===== config.mk =====
export PLATFORM = sky130hd
export DESIGN_NAME = mst_timer
export DESIGN_NICKNAME = d
export VERILOG_FILES = /design/src/rtl/mst_pkg.sv /design/src/rtl/mst_counter.sv /design/src/rtl/mst_channel.sv /design/src/rtl/mst_timer.sv
export SDC_FILE = /design/constraint.sdc
export NUM_CORES = 1
export LEC_CHECK = 0
export BUFFER_PORTS_ARGS = -buffer_cell sky130_fd_sc_hd__buf_2
export CORE_MARGIN = 8
export CORE_UTILIZATION = 31
export DETAILED_ROUTE_END_ITERATION = 10
export GPL_ROUTABILITY_DRIVEN = 0
export GPL_TIMING_DRIVEN = 1
export SLEW_MARGIN = 20
export SYNTH_ARGS = -nofsm -noshare
export SYNTH_HDL_FRONTEND = slang
export SYNTH_SLANG_ARGS = --single-unit
export TNS_END_PERCENT = 50

===== constraint.sdc =====
create_clock -name clk_i -period 6.45 [get_ports clk_i]
set_input_delay 0.9675 -clock clk_i [delete_from_list [all_inputs] [get_ports clk_i]]
set_output_delay 0.9675 -clock clk_i [all_outputs]
set_load 0.02 [all_outputs]

===== src/rtl/mst_pkg.sv =====
package mst_pkg;
  typedef enum logic [1:0] {
    ACT_HOLD = 2'd0,
    ACT_SET  = 2'd1,
    ACT_CLR  = 2'd2,
    ACT_TGL  = 2'd3
  } pin_act_e;

  typedef struct packed {
    logic     irq_en;
    pin_act_e act;
  } ch_ctrl_t;

  localparam int CTRL_W = $bits(ch_ctrl_t);
endpackage


===== src/rtl/mst_counter.sv =====
module mst_counter #(
  parameter int W = 10
) (
  input  logic         clk_i,
  input  logic         rst_ni,
  input  logic         tick_i,
  output logic [W-1:0] cnt_o
);
  always_ff @(posedge clk_i or negedge rst_ni) begin
    if (!rst_ni)     cnt_o <= '0;
    else if (tick_i) cnt_o <= cnt_o + W'(1);
  end

  a_r1_hold: assert property (@(posedge clk_i) disable iff (!rst_ni)
    !tick_i |=> $stable(cnt_o));
  a_r1_step: assert property (@(posedge clk_i) disable iff (!rst_ni)
    tick_i |=> cnt_o == W'($past(cnt_o) + W'(1)));
endmodule


===== src/rtl/mst_channel.sv =====
module mst_channel
  import mst_pkg::*;
#(
  parameter int W = 10
) (
  input  logic         clk_i,
  input  logic         rst_ni,
  input  logic         tick_i,
  input  logic [W-1:0] cnt_i,
  input  logic         match_we_i,
  input  logic         step_we_i,
  input  logic         ctrl_we_i,
  input  logic [W-1:0] wdata_i,
  input  logic         clr_i,
  output logic         event_o,
  output logic         pin_o,
  output logic         status_o,
  output logic [W-1:0] match_o,
  output logic [W-1:0] step_o,
  output ch_ctrl_t     ctrl_o
);
  logic hit;
  assign hit     = tick_i && (cnt_i == match_o);
  assign event_o = hit;

  always_ff @(posedge clk_i or negedge rst_ni) begin
    if (!rst_ni)         match_o <= '0;
    else if (match_we_i) match_o <= wdata_i;   // software write beats advance
    else if (hit)        match_o <= match_o + step_o;
  end

  always_ff @(posedge clk_i or negedge rst_ni) begin
    if (!rst_ni)        step_o <= '0;
    else if (step_we_i) step_o <= wdata_i;
  end

  always_ff @(posedge clk_i or negedge rst_ni) begin
    if (!rst_ni)        ctrl_o <= '0;
    else if (ctrl_we_i) ctrl_o <= ch_ctrl_t'(wdata_i[CTRL_W-1:0]);
  end

  always_ff @(posedge clk_i or negedge rst_ni) begin
    if (!rst_ni) pin_o <= 1'b0;
    else if (hit) begin
      unique case (ctrl_o.act)
        ACT_SET:  pin_o <= 1'b1;
        ACT_CLR:  pin_o <= 1'b0;
        ACT_TGL:  pin_o <= ~pin_o;
        default:  pin_o <= pin_o;
      endcase
    end
  end

  always_ff @(posedge clk_i or negedge rst_ni) begin
    if (!rst_ni) status_o <= 1'b0;
    else         status_o <= (status_o && !clr_i) || hit;
  end

  a_r5_advance: assert property (@(posedge clk_i) disable iff (!rst_ni)
    (event_o && !match_we_i) |=> match_o == W'($past(match_o) + $past(step_o)));
  a_r6_write_wins: assert property (@(posedge clk_i) disable iff (!rst_ni)
    match_we_i |=> match_o == $past(wdata_i));
  a_r4_toggle: assert property (@(posedge clk_i) disable iff (!rst_ni)
    (event_o && ctrl_o.act == ACT_TGL) |=> pin_o != $past(pin_o));
  a_r4_set: assert property (@(posedge clk_i) disable iff (!rst_ni)
    (event_o && ctrl_o.act == ACT_SET) |=> pin_o);
  a_r4_hold: assert property (@(posedge clk_i) disable iff (!rst_ni)
    !event_o |=> $stable(pin_o));
  a_r7_set: assert property (@(posedge clk_i) disable iff (!rst_ni)
    event_o |=> status_o);
  a_r7_clear: assert property (@(posedge clk_i) disable iff (!rst_ni)
    (clr_i && !event_o) |=> !status_o);
endmodule


===== src/rtl/mst_timer.sv =====
module mst_timer
  import mst_pkg::*;
#(
  parameter int CNT_W  = 10,
  parameter int NUM_CH = 2,
  parameter int ADDR_W = 4
) (
  input  logic              clk_i,
  input  logic              rst_ni,
  input  logic              tick_i,
  input  logic              wr_en_i,
  input  logic              rd_en_i,
  input  logic [ADDR_W-1:0] addr_i,
  input  logic [CNT_W-1:0]  wdata_i,
  output logic [CNT_W-1:0]  rdata_o,
  output logic [NUM_CH-1:0] event_o,
  output logic [NUM_CH-1:0] pin_o,
  output logic              irq_o
);
  localparam int CTRL_BASE = 2 * NUM_CH;
  localparam int STAT_ADDR = 3 * NUM_CH;
  localparam int CNT_ADDR  = 3 * NUM_CH + 1;

  logic [CNT_W-1:0]  cnt;
  logic [NUM_CH-1:0] status;
  logic [NUM_CH-1:0] irq_en;
  logic [CNT_W-1:0]  match_v [NUM_CH];
  logic [CNT_W-1:0]  step_v  [NUM_CH];
  ch_ctrl_t          ctrl_v  [NUM_CH];
  logic              stat_rd;

  assign stat_rd = rd_en_i && (addr_i == ADDR_W'(STAT_ADDR));

  mst_counter #(.W(CNT_W)) u_cnt (
    .clk_i (clk_i),
    .rst_ni(rst_ni),
    .tick_i(tick_i),
    .cnt_o (cnt)
  );

  for (genvar i = 0; i < NUM_CH; i++) begin : g_ch
    logic mwe, swe, cwe;
    assign mwe = wr_en_i && (addr_i == ADDR_W'(2 * i));
    assign swe = wr_en_i && (addr_i == ADDR_W'(2 * i + 1));
    assign cwe = wr_en_i && (addr_i == ADDR_W'(CTRL_BASE + i));
    assign irq_en[i] = ctrl_v[i].irq_en;

    mst_channel #(.W(CNT_W)) u_ch (
      .clk_i     (clk_i),
      .rst_ni    (rst_ni),
      .tick_i    (tick_i),
      .cnt_i     (cnt),
      .match_we_i(mwe),
      .step_we_i (swe),
      .ctrl_we_i (cwe),
      .wdata_i   (wdata_i),
      .clr_i     (stat_rd),
      .event_o   (event_o[i]),
      .pin_o     (pin_o[i]),
      .status_o  (status[i]),
      .match_o   (match_v[i]),
      .step_o    (step_v[i]),
      .ctrl_o    (ctrl_v[i])
    );
  end

  assign irq_o = |(status & irq_en);

  always_comb begin
    rdata_o = '0;
    for (int i = 0; i < NUM_CH; i++) begin
      if (addr_i == ADDR_W'(2 * i))         rdata_o = match_v[i];
      if (addr_i == ADDR_W'(2 * i + 1))     rdata_o = step_v[i];
      if (addr_i == ADDR_W'(CTRL_BASE + i)) rdata_o = CNT_W'(ctrl_v[i]);
    end
    if (addr_i == ADDR_W'(STAT_ADDR)) rdata_o = CNT_W'(status);
    if (addr_i == ADDR_W'(CNT_ADDR))  rdata_o = cnt;
  end

  a_r8_quiet_after_read: assert property (@(posedge clk_i) disable iff (!rst_ni)
    (stat_rd && event_o == '0) |=> !irq_o);
  a_r8_irq_needs_status: assert property (@(posedge clk_i) disable iff (!rst_ni)
    irq_o |-> status != '0);
endmodule


* Yosys cells after proc, flatten, opt, wreduce, memory -nomap -nowiden *
Cells that the tools add are included.

word-level totals
  memories = 0
  RAM bits = 0
  register bits = 60
  word-level logic and storage cells = 70
  latch bits = 0
  input bits = 19
  ROM bits = 0
  output and inout bits = 15

operators by class
  add/sub/neg operators = 3
  eq/ne operators = 15
  reduce and logical (&&, ||, !) cells = 22
  order comparisons = 0
  bitwise operators = 3
  muxes and demuxes = 14
  div/mod/pow operators = 0
  multipliers = 0
  shift operators = 0

operators by type and width
  cell                                                                    number
  10-bit 2-to-1 mux                                                       12
  10-bit adder                                                            2
  10-bit equality test                                                    2
  4-bit by 3-bit equality test with 1-bit output (second input constant)  4
  1-bit logical AND                                                       11
  10-bit by 1-bit adder with 10-bit output (second input constant)        1
  2-bit equality test (second input constant)                             4
  4-bit by 2-bit equality test with 1-bit output (second input constant)  2
  1-bit case mux with 3 select lines                                      2
  3-bit nonzero test                                                      2
  2-bit by 1-bit equality test with 1-bit output (second input constant)  2
  4-bit by 1-bit equality test with 1-bit output (second input constant)  1
  4-bit zero test                                                         1
  2-bit AND reduction                                                     2
  2-bit nonzero test                                                      2
  2-bit bitwise AND                                                       1
  1-bit logical OR                                                        2
  1-bit inverter                                                          2
  2-bit OR reduction                                                      1
  1-bit zero test                                                         1

* Depth between registers and ports, before layout *
Gate-level depths: netlist (run 1).

  word-level depth = 9
  mapped depth = 8
  mapped depth without buffers = 8

* Cells and area by module *
From an unflattened synthesis (run 1), not the netlist that was laid out.

second synthesis, totals
  cells, all modules = 423
  area, all modules = 4309.1 um2

by module, submodules not included
  module       seq. area each (um2)  instances  area each (um2)  cells an instance
  mst_channel  625.6                 2          1564.0           143
  mst_timer    0.0                   1          747.0            102
  mst_counter  250.2                 1          434.2            35

* Least setup slack after synthesis (run 1) *
Ideal clock, no wire load.

  kind = input port to output port
  start = input addr_i[0]
  end = output rdata_o[1]
  stages on the path = 6
  arrival time = 2.188 ns
  data required time = 5.483 ns
  path buffers = 2
  setup slack = 3.295 ns
  cell sequence = buf_2 > buf_2 > o21ai_0 > a221oi_1 > o21ai_0 > a21oi_1

on the way
  longest elaborated chain between the ends = 9
  elaborated cells between the ends (all ways) = 16
  those cells by class = eq/ne: 7; mux: 8; reduce/logical: 1

ends and longest elaborated chain
  element                RTL line         source
  from (decl)            mst_timer.sv:13  input logic [ADDR_W-1:0] addr_i,
  4-bit zero test        mst_timer.sv:72  if (addr_i == ADDR_W'(2 * i)) rdata_o = match_v[i];
  10-bit 2-to-1 mux      mst_timer.sv:72
  10-bit 2-to-1 mux      mst_timer.sv:73  if (addr_i == ADDR_W'(2 * i + 1)) rdata_o = step_v[i];
  10-bit 2-to-1 mux      mst_timer.sv:74  if (addr_i == ADDR_W'(CTRL_BASE + i)) rdata_o = CNT_W'(ctrl_v[i]);
  10-bit 2-to-1 mux      mst_timer.sv:72
  10-bit 2-to-1 mux      mst_timer.sv:73
  10-bit 2-to-1 mux      mst_timer.sv:74
  10-bit 2-to-1 mux      mst_timer.sv:76  if (addr_i == ADDR_W'(STAT_ADDR)) rdata_o = CNT_W'(status);
  10-bit 2-to-1 mux (*)  mst_timer.sv:77  if (addr_i == ADDR_W'(CNT_ADDR)) rdata_o = cnt;
  to (decl)              mst_timer.sv:15  output logic [CNT_W-1:0] rdata_o,

Every way passes the cells marked *; elsewhere a longest branch is shown, timed or not.

* Worst setup path after layout (run 1) *
  start = input addr_i[2]
  end = output rdata_o[3]

The elaborated chain is that of the path after synthesis.

==> flow_summary.yaml, run 1 <==
logic_synthesis:
  synthesis.nets: 433
  synth-edff-count: 0
  synthCells: 393
  synth-seq-area-share: 0.3699
  synth_area_per_cell_um2: 10.33
  ys_ff_latch: 60
  yosysUniqueCellTypes: 45
  yosysWarnings: 0
  netlist_area_um2: 4059
  synthArstFlopShare: 1.000
  synth_flop_cell: "dfrtp_1"
floorplanning:
  core-area_um2: 13030
  rows: 42
  die_area_um2: 17010
  ios: 34
  die_y_um: 130.4
  die_w_um: 130.4
  initial_core_util: 0.3114
clock_tree:
  clk_latency_ns: 0.33
  clockBufferDepth: 2
  cts_tree: "done"
  cts_buffers: 9
  hold_buffers: 0
  cts_sinks: 60
  postCtsSetupBuffers: 0
  root_buffer: "clkbuf_16"
  h-tree-depth: 3
  cts_resized: 0
  clk_pin_slew_ns: 0.05
global_routing:
  grt_pass1_wl_mm: 16.77
  first_global_vias: 3221
  overflow: 0
  grt_max_degree: 61
  grt_usage: 0.1287
  antenna_found_initial: 0
sta:
  finalHoldViolCount: 0
  fin_setup_tns_ns: 0
  setup_viol: 0
  worst_slack_ns: 3.004
  period_minus_slack_ns: 3.446
  slew_viol_final: 0
  skew_ns: 0.005646
  tightest_slew_ns: 1.001
  relSlewSlack: 0.3301
  fmax_mhz: 290.2
  rsz0062_at_grt: "no"
  fin_crit_sh: 0.5343
setup_path:
  worstSetupPathType: "in2out"
  critical_path_required_ns: 5.48
  cp-startpoint: "addr_i[2]"
  reg2reg_to: "g_ch[1].u_ch.match_o[8]"
  rrSetupSlack_ns: 4.15
  crit_fanout: 10
  endpoint_kind: "primary output"
  r2r_start: "g_ch[1].u_ch.match_o[0]"
  crit_arrival_ns: 2.48
  start_kind: "input pin"
  reg2regPathDepth: 8
pwr:
  p_leak_nw: 1.945
  total_power_w: 0.002065
  power.density_nw_per_um2: 447.7
  ir_worst_vdd_mv: 0.1794
layout:
  seq_area_um2: 1501
  nFillCells: 1378
  postLayoutCoreUtil: 0.3539
  diodes: 0
  syn_to_final_growth_pct: 13.63
  multi_input_area_um2: 2365
  layout-drive-gt1-share: 0.2182
  nets: 452
outcome:
  status: "finished clean"
routing:
  wl_per_cell_um: 17.04
  ant_nets: 0
  vias: 3060
  route.detailed.drc: 0
  dr.pass1.iters: 4
  routed_wl_mm: 10.10
  drt-vias-per-instance: 5.160
  drtIter0Drc: 143
placed_design:
  dp_slack_ns: 3.051
  dp_hpwl_mm: 7.719
  io_buffers: 33
worst_hold_path:
  hold_path_depth: 1
  hold_start: "g_ch[0].u_ch.status_o"
  min_to: "g_ch[0].u_ch.status_o"
  hp-class: "reg2reg"
run:
  maxCapViolCount: 0
metal layers:
metal	vias up	share of wire	wire, µm	track usage
li1	1476	-	-	-
met1	1515	0.43	4338	0.1524
met2	56	0.52	5256	0.2230
met3	13	0.032	327	0.02679
met4	0	0.018	180	0.05334
met5	-	0	0	0
power by group:
| part | leakage [nW] | total [W] | switching, W | internal, W |
|---|---|---|---|---|
| Combinational | 1.05 | 0.000845 | 0.000418 | 0.000426 |
| Clock | 0.151 | 0.000521 | 0.000173 | 0.000347 |
| Sequential | 0.749 | 0.000699 | 0.000195 | 0.000505 |
state kept, by name, summed over array words and instances, names as in the netlist:
register	flops
g_ch.u_ch.match_o	20
g_ch.u_ch.step_o	20
u_cnt.cnt_o	10
g_ch.u_ch.ctrl_o	6
g_ch.u_ch.pin_o	2
g_ch.u_ch.status_o	2
kinds of logic (layout without fill, tap and decap cells):
logic type | after synthesis | in the layout | share of synthesized area
AOI/OAI and AO/OA | 86 | 86 | 0.1335
xor gates and xnor gates | 45 | 45 | 0.09710
adders and majority gates | 21 | 21 | 0.06843
buffers and inverters | 33 | 57 | 0.04747
DFF | 60 | 60 | 0.3699
muxes | 52 | 52 | 0.1615
and+or+nand+nor | 96 | 96 | 0.1221
layout by cell type (no fill, tap or decap), types with 4 or more instances in the layout:
master     count
nor3_1         4
o211ai_1       8
a21oi_1       18
o21ai_0       21
nor2_1        26
nand2_1       28
ha_1          19
mux2i_1       16
nand4_1        7
mux2_2        28
and3_1         7
buf_2         33
a22o_1         8
xnor2_1       39
nand3_1       10
mux4_2         8
o21ai_1        8
clkbuf_16      9
xor2_1         6
o22ai_1        4
a21o_1         4
inv_1          7
o21a_1         4
dfrtp_1       60
worst max path at each step:
stage	end	slack, ns	cells after the start
CTS	rdata_o[4]	3.05	5
global route	rdata_o[3]	2.92	5
finish	rdata_o[3]	3.00	5
floorplan	rdata_o[1]	3.29	6
global placement	rdata_o[0]	3.10	5
detailed placement	rdata_o[4]	3.05	5
per-stage QoR:
stage | std cells | cell area, µm² | hold slack [ns]
CTS | 593 | 4612 | 0.5116
global route | 593 | 4612 | 0.5407
floorplan | 393 | 4059 | 0.4686
detailed placement | 577 | 4285 | 0.4997
finish | 593 | 4612 | 0.5099
global placement | 577 | 4285 | 0.4921
synthesized netlist by cell type (3+ instances only):
cell	count	area share
a211oi_1	3	0.0055
a21o_1	4	0.0074
a21oi_1	18	0.022
a22o_1	8	0.017
and3_1	7	0.011
buf_2	9	0.011
buf_4	5	0.0092
clkbuf_1	6	0.0055
dfrtp_1	60	0.37
ha_1	19	0.059
inv_1	7	0.0065
mux2_2	28	0.078
mux2i_1	16	0.039
mux4_2	8	0.044
nand2_1	28	0.026
nand3_1	10	0.012
nand4_1	7	0.011
nor2_1	26	0.024
nor2b_1	3	0.0046
nor3_1	4	0.0049
o211ai_1	8	0.015
o21a_1	4	0.0074
o21ai_0	21	0.026
o21ai_1	8	0.0099
o22ai_1	4	0.0062
xnor2_1	39	0.084
xor2_1	6	0.013
worst max-delay path: stages:
cell and delay, ns:
buf_2 0.18, nor2b_1 0.43, and3_1 0.47, a22o_1 0.25, buf_2 0.18
cell type report:
class | count | share of cell area
Clock buffer | 10 | 0.05182
Tap cell | 176 | 0.04775
Sequential cell | 60 | 0.3256
Inverter | 7 | 0.005697
Timing Repair Buffer | 34 | 0.03744
Clock inverter | 6 | 0.01899
Multi-Input combinational cell | 300 | 0.5128
No activity file was read; power rests on OpenSTA's default activity.
==> inputs of run 2 (changes only) <==
==> constraint.sdc (replaced) <==
create_clock -name clk_i -period 3.1 [get_ports clk_i]
set_input_delay 0.465 -clock clk_i [delete_from_list [all_inputs] [get_ports clk_i]]
set_output_delay 0.465 -clock clk_i [all_outputs]
set_load 0.02 [all_outputs]
==> flow_summary.yaml, run 2 (synthesis results as in run 1) <==
outcome:
  status: "finished clean"
routing:
  dr.pass1.iters: 4
  drt-vias-per-instance: 5.186
  ant_nets: 0
  drtIter0Drc: 175
  route.detailed.drc: 0
  vias: 3101
  routed_wl_mm: 9.959
  wl_per_cell_um: 16.65
global_routing:
  overflow: 0
  first_global_vias: 3209
  antenna_found_initial: 0
  grt_max_degree: 34
  grt_pass1_wl_mm: 16.68
  grt_usage: 0.1268
layout:
  nets: 457
  final_common_cell: "dfrtp_1"
  layout_common_cells: "60 x dfrtp_1, 39 x xnor2_1, 33 x buf_2"
  syn_to_final_growth_pct: 13.96
  top_regs: "g_ch.u_ch.match_o (20), g_ch.u_ch.step_o (20), u_cnt.cnt_o (10)"
  layout-drive-gt1-share: 0.2275
  diodes: 0
  fin_area_um2: 4626
  nFillCells: 1379
clock_tree:
  clk_latency_ns: 0.33
  clockBufferDepth: 2
  hold_buffers: 0
  cts_buffers: 9
  postCtsSetupBuffers: 0
  cts_tree: "done"
  cts_resized: 0
  h-tree-depth: 3
  root_buffer: "clkbuf_16"
  cts_sinks: 60
  clk_pin_slew_ns: 0.05
setup_path:
  endpoint_kind: "primary output"
  crit_fanout: 25
  critical_path_required_ns: 2.63
  crit_arrival_ns: 1.90
  start_kind: "input pin"
  worstSetupPathType: "in2out"
sta:
  timing.hold.ws_ns: 0.2022
  setup_viol: 0
  rsz0062_at_grt: "no"
  fmax_mhz: 422.6
  relSlewSlack: 0.4973
  tightest_slew_ns: 0.7540
  period_minus_slack_ns: 2.366
  fin_setup_tns_ns: 0
  skew_ns: 0.004015
  slew_viol_final: 0
  finalHoldViolCount: 0
  fin_crit_sh: 0.7632
pwr:
  power.density_nw_per_um2: 909.7
  total_power_w: 0.004208
  p_leak_nw: 1.976
  ir_worst_vdd_mv: 0.2723
placed_design:
  dp_hpwl_mm: 7.697
  dpl-instance-area_um2: 4323
  io_buffers: 33
floorplanning:
  rows: 42
  initial_core_util: 0.3114
  ios: 34
  die_area_um2: 17010
  die_y_um: 130.4
  core-area_um2: 13030
  die_w_um: 130.4
run:
  maxCapViolCount: 0
worst_hold_path:
  hp-class: "in2async"
-- run 2: power breakdown --
group          total, W  switching (W)  internal [W]
clock           0.00100       0.000343      0.000659
combinational   0.00176       0.000867      0.000890
sequential      0.00145       0.000399       0.00105
-- run 2: final cells by class --
class | instances | area (µm²) | share of cell area
multi-input cells | 300 | 2365 | 0.5112
well taps | 176 | 220.2 | 0.04761
flip-flops and latches | 60 | 1501 | 0.3246
inverters | 7 | 26.28 | 0.005680
clock buffers | 11 | 252.7 | 0.05464
repair buffers | 39 | 210.2 | 0.04544
clock inverters | 5 | 50.05 | 0.01082
-- run 2: metrics by stage --
stage / utilization / setup WS [ns] / cells
after global routing: 0.3549 / 0.6035 / 598
after detailed placement: 0.3317 / 0.7553 / 582
after floorplan: - / 0.9497 / 393
after CTS: 0.3549 / 0.7415 / 598
after global placement: 0.3317 / 0.7540 / 582
final: 0.3549 / 0.7340 / 598
-- run 2: routing by layer --
| metal | part of all wire | GRT usage | up-vias |
|---|---|---|---|
| met1 | 0.43 | 0.1544 | 1546 |
| met4 | 0.021 | 0.05334 | 0 |
| li1 | - | - | 1481 |
| met2 | 0.51 | 0.2179 | 59 |
| met5 | 0 | 0 | - |
| met3 | 0.029 | 0.02110 | 15 |
-- run 2: worst max-delay path: stages --
cell,delay [ns]
buf_2,0.42
mux2_2,0.39
a222oi_1,0.33
a211oi_1,0.12
buf_2,0.17
-- run 2: path summary, 6_finish.rpt --
| path | start | endpoint | slack, ns | cells past startpoint |
|---|---|---|---|---|
| setup / recovery | addr_i[0] | rdata_o[0] | 0.73 | 5 |
| hold / removal | rst_ni | g_ch[1].u_ch.step_o[9] | 0.20 | 1 |
| setup reg to reg | g_ch[1].u_ch.match_o[0] | g_ch[1].u_ch.match_o[8] | 0.85 | 8 |
| hold reg to reg | g_ch[0].u_ch.status_o | g_ch[0].u_ch.status_o | 0.51 | 1 |
| max in group asynchronous | rst_ni | u_cnt.cnt_o[4] | 2.19 | 2 |
| min in group clk_i | wdata_i[7] | g_ch[1].u_ch.match_o[7] | 0.40 | 3 |
